### src/rtl/sspi_pkg.sv
package sspi_pkg;
  localparam int unsigned BYTE_W = 8;
  localparam int unsigned ADDR_W = 7;
  localparam int unsigned BIT_CW = $clog2(BYTE_W);

  typedef logic [BYTE_W-1:0] byte_t;

  typedef enum logic [2:0] {
    ST_IDLE,
    ST_ADDR,
    ST_WRITE,
    ST_READ,
    ST_SKIP
  } sspi_st_e;
endpackage

### src/rtl/sspi_sync.sv
module sspi_sync #(
  parameter int unsigned STAGES = 2
) (
  input  logic clk_i,
  input  logic rst_ni,
  input  logic cs_ni,
  input  logic sclk_i,
  input  logic sdi_i,
  output logic cs_act_o,
  output logic cs_start_o,
  output logic rise_o,
  output logic fall_o,
  output logic sdi_o
);
  // bit 2: cs, bit 1: sclk, bit 0: sdi
  localparam logic [2:0] RST_V = 3'b100;

  logic [2:0] stg_q [STAGES];
  logic [1:0] prev_q;
  logic [2:0] s;

  always_ff @(posedge clk_i or negedge rst_ni) begin
    if (!rst_ni) begin
      for (int i = 0; i < STAGES; i++) stg_q[i] <= RST_V;
    end else begin
      stg_q[0] <= {cs_ni, sclk_i, sdi_i};
      for (int i = 1; i < STAGES; i++) stg_q[i] <= stg_q[i-1];
    end
  end

  assign s = stg_q[STAGES-1];

  always_ff @(posedge clk_i or negedge rst_ni) begin
    if (!rst_ni) prev_q <= RST_V[2:1];
    else         prev_q <= s[2:1];
  end

  assign cs_act_o   = ~s[2];
  assign cs_start_o = ~s[2] & prev_q[1];
  assign rise_o     =  s[1] & ~prev_q[0];
  assign fall_o     = ~s[1] &  prev_q[0];
  assign sdi_o      =  s[0];
endmodule

### src/rtl/sspi_fifo.sv
module sspi_fifo #(
  parameter int unsigned WIDTH = 8,
  parameter int unsigned DEPTH = 8
) (
  input  logic             clk_i,
  input  logic             rst_ni,
  input  logic             push_i,
  input  logic [WIDTH-1:0] wdata_i,
  input  logic             pop_i,
  output logic [WIDTH-1:0] rdata_o,
  output logic             full_o,
  output logic             empty_o
);
  localparam int unsigned AW = (DEPTH > 1) ? $clog2(DEPTH) : 1;
  localparam int unsigned CW = $clog2(DEPTH + 1);
  localparam logic [AW-1:0] LAST = AW'(DEPTH - 1);

  logic [WIDTH-1:0] mem_q [DEPTH];
  logic [AW-1:0]    wptr_q, rptr_q;
  logic [CW-1:0]    cnt_q;
  logic             do_push, do_pop;

  assign full_o  = (cnt_q == CW'(DEPTH));
  assign empty_o = (cnt_q == '0);
  assign do_push = push_i & ~full_o;
  assign do_pop  = pop_i & ~empty_o;
  assign rdata_o = mem_q[rptr_q];

  always_ff @(posedge clk_i) begin
    if (do_push) mem_q[wptr_q] <= wdata_i;
  end

  always_ff @(posedge clk_i or negedge rst_ni) begin
    if (!rst_ni) begin
      wptr_q <= '0;
      rptr_q <= '0;
      cnt_q  <= '0;
    end else begin
      if (do_push) wptr_q <= (wptr_q == LAST) ? '0 : wptr_q + 1'b1;
      if (do_pop)  rptr_q <= (rptr_q == LAST) ? '0 : rptr_q + 1'b1;
      case ({do_push, do_pop})
        2'b10:   cnt_q <= cnt_q + 1'b1;
        2'b01:   cnt_q <= cnt_q - 1'b1;
        default: cnt_q <= cnt_q;
      endcase
    end
  end
endmodule

### src/rtl/sspi_ctrl.sv
module sspi_ctrl
  import sspi_pkg::*;
#(
  parameter logic [ADDR_W-1:0] DEV_ADDR  = 7'h2A,
  parameter byte_t             FILL_BYTE = 8'h00
) (
  input  logic  clk_i,
  input  logic  rst_ni,
  input  logic  cs_act_i,
  input  logic  cs_start_i,
  input  logic  rise_i,
  input  logic  fall_i,
  input  logic  sdi_i,
  input  logic  rx_full_i,
  input  logic  tx_empty_i,
  input  byte_t tx_rdata_i,
  output logic  rx_push_o,
  output byte_t rx_wdata_o,
  output logic  rx_ovf_o,
  output logic  tx_pop_o,
  output logic  sdo_o,
  output logic  sdo_oe_o,
  output logic  irq_no,
  output logic  irq_hold_o
);
  localparam logic [BIT_CW-1:0] LAST_BIT = BIT_CW'(BYTE_W - 1);
  localparam logic [BIT_CW-1:0] DECIDE_BIT = BIT_CW'(BYTE_W - 2);

  sspi_st_e          st_q;
  logic [BIT_CW-1:0] bit_q;
  byte_t             in_q, out_q, byte_in;
  logic              sdo_q, done_q, irq_q, hold_q, ovf_q;
  logic              byte_end, addr_hit, load, release_irq;

  assign byte_in  = {in_q[BYTE_W-2:0], sdi_i};
  assign byte_end = cs_act_i & rise_i & (bit_q == LAST_BIT);
  assign addr_hit = (byte_in[BYTE_W-1:1] == DEV_ADDR);

  assign rx_push_o  = byte_end & (st_q == ST_WRITE) & ~rx_full_i;
  assign rx_wdata_o = byte_in;
  // next read byte is fetched at the last rising edge of the previous byte
  assign load = byte_end & ((st_q == ST_READ) |
                            ((st_q == ST_ADDR) & addr_hit & byte_in[0]));
  assign tx_pop_o = load & ~tx_empty_i & ~done_q;
  // end-of-message decision point
  assign release_irq = cs_act_i & rise_i & (st_q == ST_READ) &
                       (bit_q == DECIDE_BIT) & tx_empty_i;

  always_ff @(posedge clk_i or negedge rst_ni) begin
    if (!rst_ni) begin
      st_q   <= ST_IDLE;
      bit_q  <= '0;
      in_q   <= '0;
      done_q <= 1'b0;
    end else if (cs_start_i) begin
      st_q   <= ST_ADDR;
      bit_q  <= '0;
      done_q <= 1'b0;
    end else if (!cs_act_i) begin
      st_q  <= ST_IDLE;
      bit_q <= '0;
    end else if (rise_i && st_q != ST_IDLE) begin
      in_q  <= byte_in;
      bit_q <= bit_q + 1'b1;
      if (release_irq) done_q <= 1'b1;
      if (bit_q == LAST_BIT && st_q == ST_ADDR) begin
        if (!addr_hit)       st_q <= ST_SKIP;
        else if (byte_in[0]) st_q <= ST_READ;
        else                 st_q <= ST_WRITE;
      end
    end
  end

  always_ff @(posedge clk_i or negedge rst_ni) begin
    if (!rst_ni) begin
      out_q <= '0;
      sdo_q <= 1'b0;
    end else if (cs_start_i) begin
      sdo_q <= 1'b0;
    end else if (load) begin
      out_q <= tx_pop_o ? tx_rdata_i : FILL_BYTE;
    end else if (fall_i && st_q == ST_READ) begin
      sdo_q <= out_q[BYTE_W-1];
      out_q <= {out_q[BYTE_W-2:0], 1'b0};
    end
  end

  always_ff @(posedge clk_i or negedge rst_ni) begin
    if (!rst_ni) begin
      irq_q  <= 1'b1;
      hold_q <= 1'b0;
    end else if (!irq_q) begin
      if (release_irq) begin
        irq_q  <= 1'b1;
        hold_q <= 1'b1;
      end
    end else if (hold_q) begin
      if (rise_i) hold_q <= 1'b0;
    end else if (!tx_empty_i) begin
      irq_q <= 1'b0;
    end
  end

  always_ff @(posedge clk_i or negedge rst_ni) begin
    if (!rst_ni) ovf_q <= 1'b0;
    else if (byte_end && st_q == ST_WRITE && rx_full_i) ovf_q <= 1'b1;
  end

  assign sdo_oe_o   = (st_q == ST_READ);
  assign sdo_o      = sdo_oe_o & sdo_q;
  assign irq_no     = irq_q;
  assign irq_hold_o = hold_q;
  assign rx_ovf_o   = ovf_q;
endmodule

### src/rtl/sspi_port.sv
module sspi_port
  import sspi_pkg::*;
#(
  parameter logic [ADDR_W-1:0] DEV_ADDR    = 7'h2A,
  parameter int unsigned       FIFO_DEPTH  = 8,
  parameter int unsigned       SYNC_STAGES = 2,
  parameter byte_t             FILL_BYTE   = 8'h00
) (
  input  logic        clk_i,
  input  logic        rst_ni,
  input  logic        cs_ni,
  input  logic        sclk_i,
  input  logic        sdi_i,
  output logic        sdo_o,
  output logic        sdo_oe_o,
  output logic        irq_no,
  input  logic        rx_rd_i,
  output logic [7:0]  rx_data_o,
  output logic        rx_empty_o,
  output logic        rx_full_o,
  output logic        rx_ovf_o,
  input  logic        tx_wr_i,
  input  logic [7:0]  tx_data_i,
  output logic        tx_empty_o,
  output logic        tx_full_o
);
  logic  cs_act, cs_start, sclk_rise, sclk_fall, sdi_s;
  logic  rx_push, tx_pop, irq_hold;
  byte_t rx_wdata, tx_rdata;

  sspi_sync #(.STAGES(SYNC_STAGES)) u_sync (
    .clk_i, .rst_ni, .cs_ni, .sclk_i, .sdi_i,
    .cs_act_o(cs_act), .cs_start_o(cs_start),
    .rise_o(sclk_rise), .fall_o(sclk_fall), .sdi_o(sdi_s)
  );

  sspi_ctrl #(.DEV_ADDR(DEV_ADDR), .FILL_BYTE(FILL_BYTE)) u_ctrl (
    .clk_i, .rst_ni,
    .cs_act_i(cs_act), .cs_start_i(cs_start),
    .rise_i(sclk_rise), .fall_i(sclk_fall), .sdi_i(sdi_s),
    .rx_full_i(rx_full_o), .tx_empty_i(tx_empty_o), .tx_rdata_i(tx_rdata),
    .rx_push_o(rx_push), .rx_wdata_o(rx_wdata), .rx_ovf_o(rx_ovf_o),
    .tx_pop_o(tx_pop), .sdo_o(sdo_o), .sdo_oe_o(sdo_oe_o),
    .irq_no(irq_no), .irq_hold_o(irq_hold)
  );

  sspi_fifo #(.WIDTH(BYTE_W), .DEPTH(FIFO_DEPTH)) u_rx_fifo (
    .clk_i, .rst_ni,
    .push_i(rx_push), .wdata_i(rx_wdata), .pop_i(rx_rd_i),
    .rdata_o(rx_data_o), .full_o(rx_full_o), .empty_o(rx_empty_o)
  );

  sspi_fifo #(.WIDTH(BYTE_W), .DEPTH(FIFO_DEPTH)) u_tx_fifo (
    .clk_i, .rst_ni,
    .push_i(tx_wr_i), .wdata_i(tx_data_i), .pop_i(tx_pop),
    .rdata_o(tx_rdata), .full_o(tx_full_o), .empty_o(tx_empty_o)
  );
endmodule

### config.mk
export PLATFORM = sky130hd
export DESIGN_NAME = sspi_port
export DESIGN_NICKNAME = d
export VERILOG_FILES = /design/src/rtl/sspi_pkg.sv /design/src/rtl/sspi_sync.sv /design/src/rtl/sspi_fifo.sv /design/src/rtl/sspi_ctrl.sv /design/src/rtl/sspi_port.sv
export SDC_FILE = /design/constraint.sdc
export NUM_CORES = 1
export LEC_CHECK = 0
export ABC_AREA = 1
export CELL_PAD_IN_SITES_DETAIL_PLACEMENT = 2
export CELL_PAD_IN_SITES_GLOBAL_PLACEMENT = 2
export CORE_MARGIN = 8
export CORE_UTILIZATION = 41
export DETAILED_ROUTE_END_ITERATION = 6
export PLACE_DENSITY = 0.77
export SYNTH_ARGS = -nofsm -noshare
export SYNTH_HDL_FRONTEND = slang
export SYNTH_SLANG_ARGS = --single-unit
### constraint.sdc
create_clock -name clk_i -period 2.7 [get_ports clk_i]
set_input_delay 0.54 -clock clk_i [delete_from_list [all_inputs] [get_ports clk_i]]
set_output_delay 0.54 -clock clk_i [all_outputs]
set_load 0.05 [all_outputs]
==> results of run 1 <==
## routing by layer
layer  track usage [%]  vias up
li1                  -     2500
met1             19.97     2775
met2             38.83       86
met3             3.129       44
met4             8.530        0
met5                 0        -
## critical path, delay by kind of cell, from the launching register on
family	cells	cell delay, ns
buffers and inverters	2	0.93
DFF	1	0.40
and+or+nand+nor	2	0.29
## through the flow
step	worst slack (ns)	std cells	utilization [%]	instance area (um2)	total power [mW]
floorplan	0.03054	690	-	7691	4.856
global placement	0.2518	968	46.05	8528	5.777
detailed placement	-0.07956	968	46.05	8528	5.980
CTS	0.02517	999	49.32	9134	8.575
global route	-0.006162	1002	49.66	9195	8.864
finish	0.1144	1002	49.66	9195	8.501
## registers in the layout, summed over array words and instances, names as in the netlist, 2 cells and up
name and cells:
u_rx_fifo.mem_q 64, u_tx_fifo.mem_q 64, u_ctrl.out_q 8, u_ctrl.in_q 7, u_rx_fifo.cnt_q 4, u_tx_fifo.cnt_q 4, u_ctrl.bit_q 3, u_ctrl.st_q 3
u_rx_fifo.rptr_q 3, u_rx_fifo.wptr_q 3, u_sync.s 3, u_sync.stg_q 3, u_tx_fifo.rptr_q 3, u_tx_fifo.wptr_q 3, u_sync.prev_q 2
## Yosys cell counts, types with 9 or more instances
cell	instances	share of area [%]
sky130_fd_sc_hd__a21oi_1	10	0.65
sky130_fd_sc_hd__buf_2	9	0.59
sky130_fd_sc_hd__clkbuf_1	11	0.54
sky130_fd_sc_hd__dfrtp_1	50	16
sky130_fd_sc_hd__edfxtp_1	128	50
sky130_fd_sc_hd__ha_1	17	2.8
sky130_fd_sc_hd__inv_1	41	2.0
sky130_fd_sc_hd__nand2_1	84	4.1
sky130_fd_sc_hd__nand3_1	23	1.5
sky130_fd_sc_hd__nor2_1	154	7.5
sky130_fd_sc_hd__nor3_1	11	0.72
sky130_fd_sc_hd__o211ai_1	12	1.2
sky130_fd_sc_hd__o21ai_0	78	5.1
## worst max-delay path by stage
stage	start	to	slack (ns)	depth (start not counted)
after floorplan	u_rx_fifo.cnt_q[1]	u_rx_fifo.cnt_q[3]	0.03	13
after global routing	u_ctrl.bit_q[0]	u_rx_fifo.cnt_q[3]	-0.006	16
final	u_ctrl.st_q[2]	sdo_o	0.11	4
after global placement	u_ctrl.in_q[6]	u_tx_fifo.cnt_q[2]	0.25	14
after detailed placement	u_ctrl.in_q[1]	u_tx_fifo.cnt_q[2]	-0.08	13
after CTS	u_ctrl.in_q[6]	u_tx_fifo.cnt_q[2]	0.03	14
## cell families (layout without fill, tap and decap cells)
logic type	count (synthesis)	after routing	share of synthesized area (%)
AO/OA/AOI/OAI	124	124	9.081
XOR/XNOR	6	6	0.6848
adder cells (fa/ha/maj)	18	18	3.032
buffers and inverters	69	147	3.521
flip-flops	182	182	67.75
AND/OR/NAND/NOR	291	291	15.93
## final cells by class
class | count | area, um2 | area share (%)
clock buffers | 17 | 425.4 | 4.626
clock inverters | 14 | 177.7 | 1.932
inverters | 49 | 183.9 | 2.000
multi-input cells | 439 | 2258 | 24.56
flip-flops and latches | 182 | 5205 | 56.61
well taps | 234 | 292.8 | 3.184
repair buffers | 67 | 651.9 | 7.089
## power groups by stage
stage          combinational (mW)  sequential, mW  clock, mW
4_1_cts                      2.51            3.46       2.60
6_report                     2.48            3.47       2.56
3_5_place_dp                 2.46            3.52          0
3_3_place_gp                 2.30            3.48          0
5_1_grt                      2.69            3.49       2.68
2_1_floorplan                1.39            3.47          0
## repair_timing
item | 4_1_cts | 5_1_grt
pin swaps | 0 | 2
buffers inserted | 0 | 3
gates resized for setup | 6 | 13
endpoints found under the setup margin | 5 | 4
==> metrics.csv, run 1 <==
stage,metric,value,unit
routing,detailedRoute.firstIterationViolations,231,
final_layout,commonest_non_fill_non_tap_cell_in_the_layout,sky130_fd_sc_hd__nor2_1,
sta,timing.hold.ws,0.1660,ns
floorplan,die_width,152.8,um
routing,routed_met3_length,537,um
grt,initial_antenna_violation_count,0,
grt,first_global_vias,6404,
routing,dr.pass1.iters,4,
placement,io_buffers,30,
final_layout,drive_gt1_share,15.36,%
floorplan,initial_core_util,41.45,%
cts,clk_pin_slew_worst_paths,0.07,ns
synthesis,synth_edf_count,128,
job,drv.max_cap_violation_count,0,
floorplan,ioPinCount,31,
worst_setup_path,worst-endpoint-required,2.16,ns
worst_setup_path,worstPathCellList,inv_1 -> nand3_1 -> nor2_1 -> clkdlybuf4s50_1,
cts,number_of_cts_inserted_buffers,17,
cts,post_cts_hold_buffer_count,0,
outcome,result_of_the_run,"finished, final reports clean",
sta,finalSetupViolations,0,
sta,achievable-frequency,386.8,MHz
synthesis,ys_async_sr_fraction,29.67,%
cts,clk_root_buffer_cell,sky130_fd_sc_hd__clkbuf_16,
synthesis,most_used_flip_flop_cell_after_synthesis,sky130_fd_sc_hd__edfxtp_1,
sta,min_period_over_period,95.76,%
cts,cts_sinks,182,
cts,h-tree-depth,4,
routing,postRouteAntennaNets,0,
pwr,power.static_leakage,3.607,nW
synthesis,seq_area_frac_synth,67.75,%
grt,globalRouteOverflowTotal,0,
worst_setup_path,cp-start-kind,register,
pwr,pwr_density_cell,924.6,nW/um2
grt,grt_start_max_net_pins,36,
cts,tritoncts,built,
synthesis,synth_warnings,0,
pwr,switching_share,33.46,%
worst_setup_path,critPathCaptureType,output pin,
floorplan,design.die.area,23350,um2
floorplan,floorplan.die.height,152.8,um
routing,highest-signal-layer,met4,
pwr,power_frac_comb,29.2,%
final_layout,antenna-diode-count,0,
routing,via_count,5405,
sta,maxSlewViolCount,0,
min_path,holdCritPathClass,input port to asynchronous set/reset pin,
routing,wl_met1,8341,um
sta,post_layout_min_period,2.586,ns
grt,groute.usage.overall,19.67,%
worst_setup_path,worst-r2r-setup-slack,0.18,ns
synthesis,synth_area,7675,um2
cts,clock_latency_of_the_later_clocked_register_in_the_worst_skew_pair,0.43,ns
pwr,clkPwrFrac,30.1,%
pwr,power.internal,5.657,mW
worst_setup_path,crit-reg2reg-launch,u_ctrl.bit_q[0],
pwr,ir_drop,0.4498,mV
worst_setup_path,slowest_stage,sky130_fd_sc_hd__clkdlybuf4s50_1,
routing,detail_route.drc_violations,0,
final_layout,area_growth_from_synthesis_to_layout,19.81,%
pwr,p_sw,2.844,mW
sta,relSlewSlack,50.96,%
final_layout,num-fill-cells,1856,
final_layout,final_nets,789,
worst_setup_path,timing.critical_path.slowest_cell_delay,0.81,ns
floorplan,row_count,50,
sta,transition_time_at_the_pin_with_the_least_slew_margin,0.7356,ns
sta,setup_total_negative_slack,0,ns
worst_setup_path,timing_worst_setup_path_type,register to output pin,
synthesis,synthesized_area_per_cell,11.12,um2
synthesis,postSynthCellCount,690,
worst_setup_path,worst_r2r_endpoint,u_tx_fifo.cnt_q[2],
synthesis,synth.net_count,723,
routing,route.detailed.wl_per_inst,22.18,um
worst_setup_path,cp_max_fo,3,
synthesis,count_of_state_elements_after_synthesis,182,
sta,count_of_endpoints_failing_hold_in_the_final_timing_report,0,
cts,cts.path.max_buffers,2,
grt,grt_first_pass_wirelength,35380,um
sta,fin_worst_skew,0.008616,ns
routing,totalWireLength,22230,um
placement,routabilityCongestion,0.7726,
routing,met2_routed_wl,12720,um
floorplan,coreArea,18520,um2
synthesis,post_synth_num_cell_types,37,
placement,place.detailed.hpwl,15100,um
worst_setup_path,worst_ep_arrival_time,2.05,ns
final_layout,most-common-layout-cells,"sky130_fd_sc_hd__nor2_1 (152), sky130_fd_sc_hd__edfxtp_1 (128), sky130_fd_sc_hd__nand2_1 (83)",
routing,detail_route.vias_per_cell,5.394,
worst_setup_path,logic_depth_of_the_worst_register_to_register_path,14,
pwr,power.sequential.fraction,40.8,%
Note: power is estimated with default switching activity, not from simulation.
==> run 2: changes to the inputs <==
--- a/config.mk
+++ b/config.mk
@@ -8,6 +8,7 @@
 export ABC_AREA = 1
 export CELL_PAD_IN_SITES_DETAIL_PLACEMENT = 2
 export CELL_PAD_IN_SITES_GLOBAL_PLACEMENT = 2
+export CORE_ASPECT_RATIO = 1.75
 export CORE_MARGIN = 8
 export CORE_UTILIZATION = 41
 export DETAILED_ROUTE_END_ITERATION = 6
==> run 2 against run 1 <==
Compared with the run above:
- sequential share of layout area shrank 0.46 points
- critical endpoint is now rx_data_o[1]
- critical path type unchanged
- design area grew 0.79%
- largest cell class unchanged
- clock skew rose by 0.0026 ns
- non-clock buffer count grew 9
==> metrics.csv, run 2 (synthesis results as in run 1) <==
stage,metric,value,unit,change
pwr,power.static_leakage,3.651,nW,was 3.607 nW
final_layout,multi_input_area,2262,um2,was 2258 um2
floorplan,floorplan.die.height,197.0,um,was 152.8 um
routing,postRouteAntennaNets,0,,unchanged
final_layout,final_nets,799,,was 789
placement,routabilityCongestion,0.7838,,was 0.7726
sta,transition_time_at_the_pin_with_the_least_slew_margin,0.7735,ns,was 0.7356 ns
final_layout,layout.core_utilization,50.10,%,was 49.66%
floorplan,row_count,66,,was 50
final_layout,largest_regs,"u_rx_fifo.mem_q: 64 flops, u_tx_fifo.mem_q: 64 flops, u_ctrl.out_q: 8 flops",,unchanged
final_layout,seqCellArea,5204,um2,was 5205 um2
final_layout,commonest_non_fill_non_tap_cell_in_the_layout,sky130_fd_sc_hd__nor2_1,,unchanged
outcome,result_of_the_run,"finished, final reports clean",,unchanged
floorplan,initial_core_util,41.49,%,was 41.45%
pwr,ir_drop,0.4788,mV,was 0.4498 mV
sta,finalSetupViolations,0,,unchanged
worst_setup_path,timing_worst_setup_path_type,register to output pin,,unchanged
grt,grtUsageMet3,3.352,%,was 3.129%
sta,achievable-frequency,390.0,MHz,was 386.8 MHz
grt,first_global_vias,6232,,was 6404
worst_setup_path,slowest_stage,sky130_fd_sc_hd__dfrtp_1,,was sky130_fd_sc_hd__clkdlybuf4s50_1
worst_setup_path,worst-endpoint-required,2.16,ns,about the same
routing,totalWireLength,21190,um,was 22230 um
cts,number_of_cts_inserted_buffers,17,,unchanged
cts,h-tree-depth,4,,unchanged
grt,grt_first_pass_wirelength,33670,um,was 35380 um
grt,grt_start_max_net_pins,55,,was 36
worst_setup_path,worstPathCellList,buf_6 -> o21ai_0 -> o22ai_1 -> nor2_1 -> a31oi_1 -> buf_12,,was inv_1 -> nand3_1 -> nor2_1 -> clkdlybuf4s50_1
sta,fin_worst_skew,0.01119,ns,was 0.008616 ns
grt,grtUsageMet1,17.75,%,was 19.97%
cts,post_cts_hold_buffer_count,0,,unchanged
cts,clk_root_buffer_cell,sky130_fd_sc_hd__clkbuf_16,,unchanged
final_layout,num-fill-cells,1892,,was 1856
routing,detail_route.drc_violations,0,,unchanged
worst_setup_path,cp_max_fo,33,,was 3
cts,clock_latency_of_the_later_clocked_register_in_the_worst_skew_pair,0.44,ns,was 0.43 ns
final_layout,drive_gt1_share,16.56,%,was 15.36%
min_path,holdCritPathClass,input port to asynchronous set/reset pin,,unchanged
sta,relSlewSlack,48.44,%,was 50.96%
routing,via_count,5372,,was 5405
worst_setup_path,worst_ep_arrival_time,2.02,ns,was 2.05 ns
grt,groute.layer.met2.usage,37.95,%,was 38.83%
grt,global_route.peak_usage_layer,met2,,unchanged
sta,maxSlewViolCount,0,,unchanged
placement,io_buffers,30,,unchanged
pwr,total_power_draw,8.497,mW,was 8.501 mW
floorplan,die_width,119.4,um,was 152.8 um
cts,clk_pin_slew_worst_paths,0.06,ns,was 0.07 ns
sta,count_of_endpoints_failing_hold_in_the_final_timing_report,0,,unchanged
routing,dr.pass1.iters,4,,unchanged
routing,route.detailed.wl_per_inst,20.84,um,was 22.18 um
pwr,pwr_density_cell,916.9,nW/um2,was 924.6 nW/um2
sta,post_layout_min_period,2.564,ns,was 2.586 ns
final_layout,area_growth_from_synthesis_to_layout,20.75,%,was 19.81%
cts,tritoncts,built,,unchanged
sta,min_period_over_period,94.97,%,was 95.76%
routing,detail_route.vias_per_cell,5.282,,was 5.394
worst_setup_path,cp_num_buf_inv,2,,unchanged
final_layout,most-common-layout-cells,"sky130_fd_sc_hd__nor2_1 (152), sky130_fd_sc_hd__edfxtp_1 (128), sky130_fd_sc_hd__nand2_1 (83)",,unchanged
worst_setup_path,critPathTopFamily,compound AO/OA/AOI/OAI gates,,was buffers and inverters
routing,detailedRoute.firstIterationViolations,151,,was 231
final_layout,antenna-diode-count,0,,unchanged
job,drv.max_cap_violation_count,0,,unchanged
worst_setup_path,critPathCaptureType,output pin,,unchanged
grt,groute.usage.overall,18.78,%,was 19.67%
grt,initial_antenna_violation_count,0,,unchanged
worst_setup_path,cp-start-kind,register,,unchanged
sta,timing.hold.ws,0.2494,ns,was 0.1660 ns
grt,globalRouteOverflowTotal,0,,unchanged
floorplan,design.die.area,23530,um2,was 23350 um2
floorplan,ioPinCount,31,,unchanged
worst_setup_path,timing.critical_path.slowest_cell_delay,0.41,ns,was 0.81 ns
placement,place.detailed.hpwl,14600,um,was 15100 um
floorplan,coreArea,18500,um2,was 18520 um2
cts,cts_sinks,182,,unchanged
cts,cts.path.max_buffers,2,,unchanged
==> run 2: area by class of cell <==
class | instances | area share [%]
sequential | 182 | 56.15
clock buffer | 21 | 4.968
multi-input combinational | 439 | 24.41
inverter | 49 | 2.093
timing repair buffer | 76 | 7.844
timing repair inverter | 1 | 0.08100
clock inverter | 11 | 1.242
tap | 238 | 3.213
==> run 2: repair_timing <==
item,4_1_cts,5_1_grt
gates cloned,0,1
buffers inserted,0,13
pin swaps,0,3
endpoints found under the setup margin,10,8
gates resized for setup,9,15
==> run 2: path summary, 6_finish.rpt <==
check                                     from             endpoint  slack [ns]  cells after the start
max                        u_rx_fifo.rptr_q[0]         rx_data_o[1]        0.14                      6
min                                     rst_ni      u_ctrl.out_q[2]        0.25                      2
max reg2reg                    u_ctrl.bit_q[0]   u_rx_fifo.cnt_q[3]        0.16                     16
min reg2reg                    u_sync.stg_q[4]          u_sync.s[1]        0.36                      0
max in group asynchronous               rst_ni  u_rx_fifo.rptr_q[1]        1.87                      2
min in group clk_i             u_sync.stg_q[4]          u_sync.s[1]        0.36                      0
==> run 2: report_power, final <==
part / switching, mW / internal (mW)
registers: 0.190 / 3.27
logic: 1.60 / 1.01
clock network: 1.09 / 1.34
total: 2.88 / 5.62
==> run 2: per-stage QoR <==
stage | TNS [ns] | std cells | area (um2) | worst slack (ns)
2_1_floorplan | 0 | 690 | 7691 | 0.03054
3_3_place_gp | 0 | 971 | 8523 | 0.2418
3_5_place_dp | 0 | 971 | 8523 | 0.1139
4_1_cts | 0 | 1003 | 9111 | 0.02428
5_1_grt | -0.02748 | 1017 | 9268 | -0.02748
6_report | 0 | 1017 | 9268 | 0.1358
==> run 2: metal layers <==
layer / wire length [um] / part of all wire, %
met1: 7476 / 35
met2: 12780 / 60
met3: 402 / 1.9
met4: 539 / 2.5
met5: 0 / 0
